**config.mk**
```make
export PLATFORM = sky130hd
export DESIGN_NAME = frac_baud_gen
export DESIGN_NICKNAME = d
export VERILOG_FILES = /design/src/rtl/frac_baud_pkg.sv /design/src/rtl/frac_baud_regs.sv /design/src/rtl/frac_baud_accum.sv /design/src/rtl/frac_baud_counter.sv /design/src/rtl/frac_baud_gen.sv
export SDC_FILE = /design/constraint.sdc
export NUM_CORES = 1
export LEC_CHECK = 0
export BUFFER_PORTS_ARGS = -buffer_cell sky130_fd_sc_hd__buf_2
export CORE_ASPECT_RATIO = 1.75
export CORE_MARGIN = 3
export CORE_UTILIZATION = 60
export CTS_CLUSTER_DIAMETER = 50
export DETAILED_ROUTE_END_ITERATION = 8
export GPL_TIMING_DRIVEN = 0
export PLACE_DENSITY = 0.82
export REMOVE_ABC_BUFFERS = 1
export SLEW_MARGIN = 20
export SYNTH_ARGS = -nofsm -noshare
export SYNTH_HDL_FRONTEND = slang
export SYNTH_SLANG_ARGS = --single-unit
```
**constraint.sdc**
```tcl
create_clock -name clk -period 5.4 [get_ports clk]
set_clock_uncertainty 0.15 [all_clocks]
set_input_delay 0.27 -clock clk [delete_from_list [all_inputs] [get_ports clk]]
set_output_delay 0.27 -clock clk [all_outputs]
set_load 0.02 [all_outputs]
```
**src/rtl/frac_baud_pkg.sv**
```systemverilog
package frac_baud_pkg;
  typedef enum logic [0:0] {
    SEL_QUOT = 1'b0,
    SEL_FRAC = 1'b1
  } reg_sel_e;
endpackage

```
**src/rtl/frac_baud_regs.sv**
```systemverilog
module frac_baud_regs
  import frac_baud_pkg::*;
#(
  parameter int INT_W  = 16,
  parameter int FRAC_W = 4,
  parameter int DATA_W = 16,
  localparam int FW_EFF = (FRAC_W > 0) ? FRAC_W : 1
) (
  input  logic              clk,
  input  logic              rst,
  input  logic              wr_en,
  input  logic              rd_en,
  input  logic              sel,
  input  logic [DATA_W-1:0] wdata,
  output logic [INT_W-1:0]  quot_o,
  output logic [FW_EFF-1:0] frac_o,
  output logic [DATA_W-1:0] rdata_o,
  output logic              restart_o
);
  logic [INT_W-1:0]  quot_q;
  logic [DATA_W-1:0] frac_rd;
  logic              sel_frac;

  assign sel_frac  = (reg_sel_e'(sel) == SEL_FRAC);
  assign restart_o = wr_en;
  assign quot_o    = quot_q;

  always_ff @(posedge clk) begin
    if (rst) begin
      quot_q <= '0;
    end else if (wr_en && !sel_frac) begin
      quot_q <= wdata[INT_W-1:0];
    end
  end

  generate
    if (FRAC_W > 0) begin : g_frac
      logic [FRAC_W-1:0] frac_q;
      always_ff @(posedge clk) begin
        if (rst) begin
          frac_q <= '0;
        end else if (wr_en && sel_frac) begin
          frac_q <= wdata[FRAC_W-1:0];
        end
      end
      assign frac_o  = frac_q;
      assign frac_rd = DATA_W'(frac_q);
    end else begin : g_nofrac
      assign frac_o  = '0;
      assign frac_rd = '0;
    end
  endgenerate

  always_ff @(posedge clk) begin
    if (rst) begin
      rdata_o <= '0;
    end else if (rd_en) begin
      rdata_o <= sel_frac ? frac_rd : DATA_W'(quot_q);
    end else begin
      rdata_o <= '0;
    end
  end
endmodule

```
**src/rtl/frac_baud_accum.sv**
```systemverilog
module frac_baud_accum #(
  parameter int FRAC_W = 4,
  localparam int FW_EFF = (FRAC_W > 0) ? FRAC_W : 1
) (
  input  logic              clk,
  input  logic              rst,
  input  logic              clear,
  input  logic              advance,
  input  logic [FW_EFF-1:0] frac,
  output logic              carry_o
);
  generate
    if (FRAC_W > 0) begin : g_acc
      logic [FRAC_W-1:0] acc_q;
      logic [FRAC_W:0]   sum;
      assign sum     = {1'b0, acc_q} + {1'b0, frac};
      assign carry_o = sum[FRAC_W];
      always_ff @(posedge clk) begin
        if (rst || clear) begin
          acc_q <= '0;
        end else if (advance) begin
          acc_q <= sum[FRAC_W-1:0];
        end
      end
    end else begin : g_noacc
      logic unused_inputs;
      assign unused_inputs = ^{clk, rst, clear, advance, frac};
      assign carry_o = 1'b0;
    end
  endgenerate
endmodule

```
**src/rtl/frac_baud_counter.sv**
```systemverilog
module frac_baud_counter #(
  parameter int INT_W = 16
) (
  input  logic             clk,
  input  logic             rst,
  input  logic             restart,
  input  logic [INT_W-1:0] quot,
  input  logic             carry,
  output logic             advance_o,
  output logic             tick_o
);
  logic [INT_W-1:0] cnt_q;
  logic [INT_W:0]   last;
  logic             running;
  logic             at_end;

  assign running   = (quot != '0);
  assign last      = {1'b0, quot} - (INT_W+1)'(1) + (INT_W+1)'(carry);
  assign at_end    = running && ({1'b0, cnt_q} == last);
  assign advance_o = at_end && !restart;

  always_ff @(posedge clk) begin
    if (rst || restart) begin
      cnt_q  <= '0;
      tick_o <= 1'b0;
    end else if (!running) begin
      tick_o <= 1'b0;
    end else if (at_end) begin
      cnt_q  <= '0;
      tick_o <= 1'b1;
    end else begin
      cnt_q  <= cnt_q + 1'b1;
      tick_o <= 1'b0;
    end
  end
endmodule

```
**src/rtl/frac_baud_gen.sv**
```systemverilog
module frac_baud_gen #(
  parameter int INT_W  = 16,
  parameter int FRAC_W = 4,
  parameter int DATA_W = 16
) (
  input  logic              clk,
  input  logic              rst,
  input  logic              wr_en,
  input  logic              rd_en,
  input  logic              sel,
  input  logic [DATA_W-1:0] wdata,
  output logic [DATA_W-1:0] rdata,
  output logic              tick
);
  localparam int FW_EFF = (FRAC_W > 0) ? FRAC_W : 1;

  logic [INT_W-1:0]  quot_w;
  logic [FW_EFF-1:0] frac_w;
  logic              restart_w;
  logic              carry_w;
  logic              advance_w;

  frac_baud_regs #(.INT_W(INT_W), .FRAC_W(FRAC_W), .DATA_W(DATA_W)) u_regs (
    .clk(clk), .rst(rst), .wr_en(wr_en), .rd_en(rd_en), .sel(sel),
    .wdata(wdata), .quot_o(quot_w), .frac_o(frac_w), .rdata_o(rdata),
    .restart_o(restart_w)
  );

  frac_baud_accum #(.FRAC_W(FRAC_W)) u_accum (
    .clk(clk), .rst(rst), .clear(restart_w), .advance(advance_w),
    .frac(frac_w), .carry_o(carry_w)
  );

  frac_baud_counter #(.INT_W(INT_W)) u_cnt (
    .clk(clk), .rst(rst), .restart(restart_w), .quot(quot_w),
    .carry(carry_w), .advance_o(advance_w), .tick_o(tick)
  );
endmodule

```
# After elaboration in Yosys (flattened, before gate mapping)
# Index checks and enable logic that the tools add are counted.
[word_totals]
register_bits = 57
in_bits = 21
out_inout_bits = 17
wordCells = 28
[classes]
add_sub_neg = 4
n_eq_ne = 1
mux = 3
bitwise = 2
reduce_logical = 11
[op_table]
columns = ["operator", "count"]
rows = [
  ["adder 17 x 1 -> 17 bit", 1],
  ["equality test 16 x 17 -> 1 bit", 1],
  ["subtractor 16 x 1 -> 17 bit, second input constant", 1],
  ["adder 16 x 1 -> 16 bit, second input constant", 1],
  ["two-way mux 16 bit", 1],
  ["nonzero test 16 bit", 1],
  ["adder 4 x 4 -> 5 bit", 1],
  ["logical AND 1 bit", 4],
  ["two-way mux 4 bit", 1],
  ["OR reduction 2 bit", 2],
  ["OR reduction 3 bit", 1],
  ["zero test 1 bit", 2],
  ["inverter 1 bit", 2],
  ["logical OR 1 bit", 1],
  ["two-way mux 1 bit", 1],
]

# Depth between registers and ports, before layout
[depth]
depth_word = 5
ltp_mapped = 16
ltp_nobuf = 14

# By module
# Synthesis repeated with hierarchy kept, for this count alone.
[hier_totals]
hier_cells = 338
hier_area_um2 = 3101.7
[by_module_without_submodules]
columns = ["module", "instances", "cells_per_inst", "area_each_um2", "seq_area_each_um2"]
rows = [
  ["frac_baud_counter", 1, 180, 1421.4, 340.3],
  ["frac_baud_regs", 1, 127, 1380.1, 720.7],
  ["frac_baud_accum", 1, 31, 300.3, 80.1],
]

# Worst setup path before layout
# OpenSTA, ideal clock, no wires.
[synth_path]
kind = "register to register"
from = "register u_regs.g_frac.frac_q[0], in the netlist u_regs.frac_o[0]"
to = "register u_accum.g_acc.acc_q[1]"
setup_ps = 121
arrival_time_ps = 3079
t_required_ps = 5129
slack_ps = 2050
path_stages_with_launch = 15
path_buffers = 0
period_less_slack_ps = 3350
cell_sequence = "dfxtp_1 ha_1 inv_1 fa_1 inv_1 a21o_1 a21oi_1 ha_1 ha_1 xor2_1 o211ai_1 a2111oi_2 nand3b_1 nor4_4 mux2_4"
[synth_via]
elab_chain_cells = 5
[synth_lines]
columns = ["element", "line_no", "rtl"]
rows = [
  ["from (decl)", "frac_baud_regs.sv:38", "logic [FRAC_W-1:0] frac_q;"],
  ["from (signal assigned)", "frac_baud_regs.sv:43", "frac_q <= wdata[FRAC_W-1:0];"],
  ["adder 4 x 4 -> 5 bit (*)", "frac_baud_accum.sv:16", "assign sum = {1'b0, acc_q} + {1'b0, frac};"],
  ["adder 17 x 1 -> 17 bit", "frac_baud_counter.sv:18", "assign last = {1'b0, quot} - (INT_W+1)'(1) + (INT_W+1)'(carry);"],
  ["equality test 16 x 17 -> 1 bit", "frac_baud_counter.sv:19", "assign at_end = running && ({1'b0, cnt_q} == last);"],
  ["logical AND 1 bit", "frac_baud_counter.sv:19", ""],
  ["logical AND 1 bit", "frac_baud_counter.sv:20", "assign advance_o = at_end && !restart;"],
  ["to (signal assigned)", "frac_baud_accum.sv:22", "acc_q <= sum[FRAC_W-1:0];"],
  ["to (decl)", "frac_baud_accum.sv:14", "logic [FRAC_W-1:0] acc_q;"],
]
# Mark *: on every way between the ends. The rest lies on a longest branch, timed or not.
# A chain may end at the register's enable or synchronous reset.

# Worst setup path in the final report
[layout_path]
from = "register u_regs.g_frac.frac_q[0], in the netlist u_regs.frac_o[0]"
to = "register u_cnt.cnt_q[5]"
[layout_via]
elab_chain_cells = 5
[layout_lines]
columns = ["element", "line_no", "rtl"]
rows = [
  ["adder 4 x 4 -> 5 bit", "frac_baud_accum.sv:16", ""],
  ["adder 17 x 1 -> 17 bit", "frac_baud_counter.sv:18", ""],
  ["equality test 16 x 17 -> 1 bit", "frac_baud_counter.sv:19", ""],
  ["logical AND 1 bit", "frac_baud_counter.sv:19", ""],
  ["two-way mux 16 bit", "frac_baud_counter.sv:28", "end else if (at_end) begin"],
  ["to (signal assigned)", "frac_baud_counter.sv:32", "cnt_q <= cnt_q + 1'b1;"],
  ["to (decl)", "frac_baud_counter.sv:12", "logic [INT_W-1:0] cnt_q;"],
]
# No other way between the ends.

==> results.json <==
{
  "nFillCells": 368,
  "finalSetupTns_ns": 0,
  "layout-drive-gt1-share_pct": 17.36,
  "grt_overflow": 0,
  "ys_ff_latch": 57,
  "antenna_found_initial": 0,
  "max_slew_margin_pct": 43.97,
  "seq_area_frac_synth_pct": 38.60,
  "worst_ep_arrival_time_ns": 4.11,
  "std_cell_rows": 33,
  "startpoint_type": "flop",
  "cp_max_fo": 15,
  "cts_tree": "built",
  "drc": 0,
  "fmax_ghz": 0.2454,
  "nets": 411,
  "final_cell_mix": "dfxtp_1, nand2_1, buf_2",
  "die-area_um2": 5839,
  "core_um2": 4707,
  "synth_edf_count": 0,
  "dr.pass1.iters": 4,
  "totalWireLength_um": 7197,
  "power_frac_comb_pct": 11.5,
  "total_power_mw": 1.045,
  "routedWlPerCell_um": 16.43,
  "fin_crit_sh_pct": 75.47,
  "grt_max_degree": 24,
  "cts_root_buffer": "clkbuf_8",
  "clk_pin_slew_ns": 0.07,
  "antenna_left": 0,
  "crit_type": "flop to flop",
  "maxCapViolCount": 0,
  "fin_ws_ns": 1.325,
  "dpl.hpwl_um": 5054,
  "grt_pass1_vias": 2621,
  "fp.dieW_um": 59.07,
  "start_util_pct": 62.81,
  "finalSetupViolations": 0,
  "clockPowerShare_pct": 45.8,
  "drtIter0Drc": 103,
  "track_usage_pct": 27.93,
  "grt_pass1_wl_um": 12240,
  "final_common_cell": "dfxtp_1",
  "switching_share_pct": 25.15,
  "clkSinkCount": 57,
  "yosys_most_used_dff": "dfxtp_1",
  "tightest_slew_ns": 0.8342,
  "clock_latency_ns": 0.35,
  "syn_inst": 349,
  "pre_cts_slack_ns": 1.454,
  "slew_viol_final": 0,
  "ys_types": 50,
  "portBuffers": 37,
  "hold_class": "primary input to flop",
  "crit_path_end_kind": "flop",
  "ioPinCount": 38,
  "pwr-share-seq_pct": 42.6,
  "p_leak_nw": 1.350,
  "routabilityCongestion": 0.9148,
  "syn_to_final_growth_pct": 14.77,
  "powerDensity_nw_per_um2": 308.1,
  "fin_crit_ns": 4.075,
  "cts_buffers": 9,
  "p_int_mw": 0.7824,
  "avgViaCountPerCell": 6.023,
  "die_h_um": 98.86,
  "p_switching_mw": 0.2629,
  "finalHoldViolations": 0,
  "ys_warn_count": 0,
  "syn_avg_cell_area_um2": 8.472,
  "rsz0062_at_grt": "false",
  "syn-cell-area_um2": 2957,
  "n_antenna_cell": 0,
  "num_vias": 2638,
  "cts_buffer_depth": 2,
  "peakVddDrop_v": 0.0002758,
  "cts_max_level": 3,
  "outcome": "finished, final reports clean",
  "synthArstFlopShare_pct": 0,
  "cp.required_ns": 5.44
}
## sequential cells by signal, indices dropped and copies added (netlist names)
signal               count
u_accum.g_acc.acc_q      4
u_cnt.tick_o             1
u_regs.rdata_o          16
u_cnt.cnt_q             16
u_regs.frac_o            4
u_regs.quot_o           16
## metal layers
layer  track usage (%)  share of wire (%)  routed length [um]  vias to the layer above
met5                 0                  0                   0                        -
li1                  -                  -                   -                     1275
met4             20.24                5.5                 398                        0
met3             6.291                4.0                 291                       34
met2             47.19                 55                3994                       77
met1             28.93                 35                2512                     1252
## worst max-delay path, cell delays in order (launching register included)
cell and delay [ns]:
dfxtp_1 0.34, ha_1 0.23, inv_1 0.07, fa_1 0.17, inv_1 0.07, a21o_1 0.16, a21oi_1 0.16, ha_1 0.18
nor3b_2 0.52, nand4_1 0.20, xnor2_1 0.20, or4b_1 0.52, nor4_4 0.78, nor3_1 0.14
## layout make-up
| type | count | area (um2) | share of cell area, % |
|---|---|---|---|
| Clock buffer | 10 | 127.6 | 3.761 |
| Clock inverter | 5 | 105.1 | 3.097 |
| Inverter | 11 | 41.29 | 1.217 |
| Multi-Input combinational cell | 261 | 1678 | 49.45 |
| Sequential cell | 57 | 1141 | 33.63 |
| Tap cell | 52 | 65.06 | 1.917 |
| Timing Repair Buffer | 42 | 235.2 | 6.932 |
## cell usage after synthesis (2+ instances only)
cell type / n / area [um2]
dfxtp_1: 57 / 1141
nand2_1: 54 / 202.7
a21oi_1: 25 / 125.1
nor3_1: 24 / 120.1
xnor2_1: 22 / 192.7
nor2_1: 18 / 67.56
nand3_1: 17 / 85.08
and2_1: 13 / 81.33
clkbuf_1: 13 / 48.80
xor2_1: 12 / 105.1
inv_1: 11 / 41.29
nand4_1: 10 / 62.56
ha_1: 7 / 87.58
mux2i_1: 7 / 70.07
buf_2: 4 / 20.02
o21ai_0: 4 / 20.02
a21o_1: 3 / 22.52
and3_1: 3 / 18.77
nand2b_1: 3 / 18.77
nor4_1: 3 / 18.77
nor4_4: 3 / 63.81
a211oi_1: 2 / 15.01
a31oi_1: 2 / 12.51
a32oi_1: 2 / 17.52
buf_6: 2 / 22.52
nand3b_1: 2 / 15.01
nor2b_1: 2 / 12.51
o22ai_1: 2 / 12.51
## kinds of logic after synthesis
| kind of cell | synth area share [%] |
|---|---|
| AOI/OAI and AO/OA | 11.21 |
| xor gates and xnor gates | 10.07 |
| adders and majority gates | 3.639 |
| buffers and inverters | 4.740 |
| DFF | 38.59 |
| muxes | 2.878 |
| and+or+nand+nor | 28.86 |
## final timing paths
check                           depth (start not counted)                                start                             endpoint  slack [ns]
worst max-delay path                                   13        u_regs.frac_o[0]$_SDFFE_PP0P_          u_cnt.cnt_q[5]$_SDFFE_PP0N_        1.32
worst min-delay path                                    3                             wdata[7]        u_regs.quot_o[7]$_SDFFE_PP0P_       0.003
worst max register to register                         13        u_regs.frac_o[0]$_SDFFE_PP0P_          u_cnt.cnt_q[5]$_SDFFE_PP0N_        1.32
worst min register to register                          2  u_accum.g_acc.acc_q[2]$_SDFFE_PP0P_  u_accum.g_acc.acc_q[2]$_SDFFE_PP0P_        0.32
## power groups by stage
stage	Combinational, mW	Sequential, mW	Clock, mW
2_1_floorplan	0.0820	0.451	0
3_3_place_gp	0.113	0.454	0
3_5_place_dp	0.115	0.455	0
4_1_cts	0.119	0.445	0.483
5_1_grt	0.135	0.447	0.502
6_report	0.120	0.446	0.479
## per-stage QoR
step           hold WS, ns  util [%]  instance area [um2]  instances
3_5_place_dp        0.3128     66.03                 3108        418
6_report          0.003172     72.09                 3393        438
3_3_place_gp        0.2952     66.03                 3108        418
4_1_cts           0.001272     72.04                 3391        438
5_1_grt           0.008024     72.09                 3393        438
2_1_floorplan       0.1891         -                 2858        329
## what timing repair did
action,in CTS,in global routing
endpoints found under the hold margin,5,0
gates resized for setup,0,0
hold buffers,5,0
buffers inserted,0,0
(Power assumes the default switching activity.)
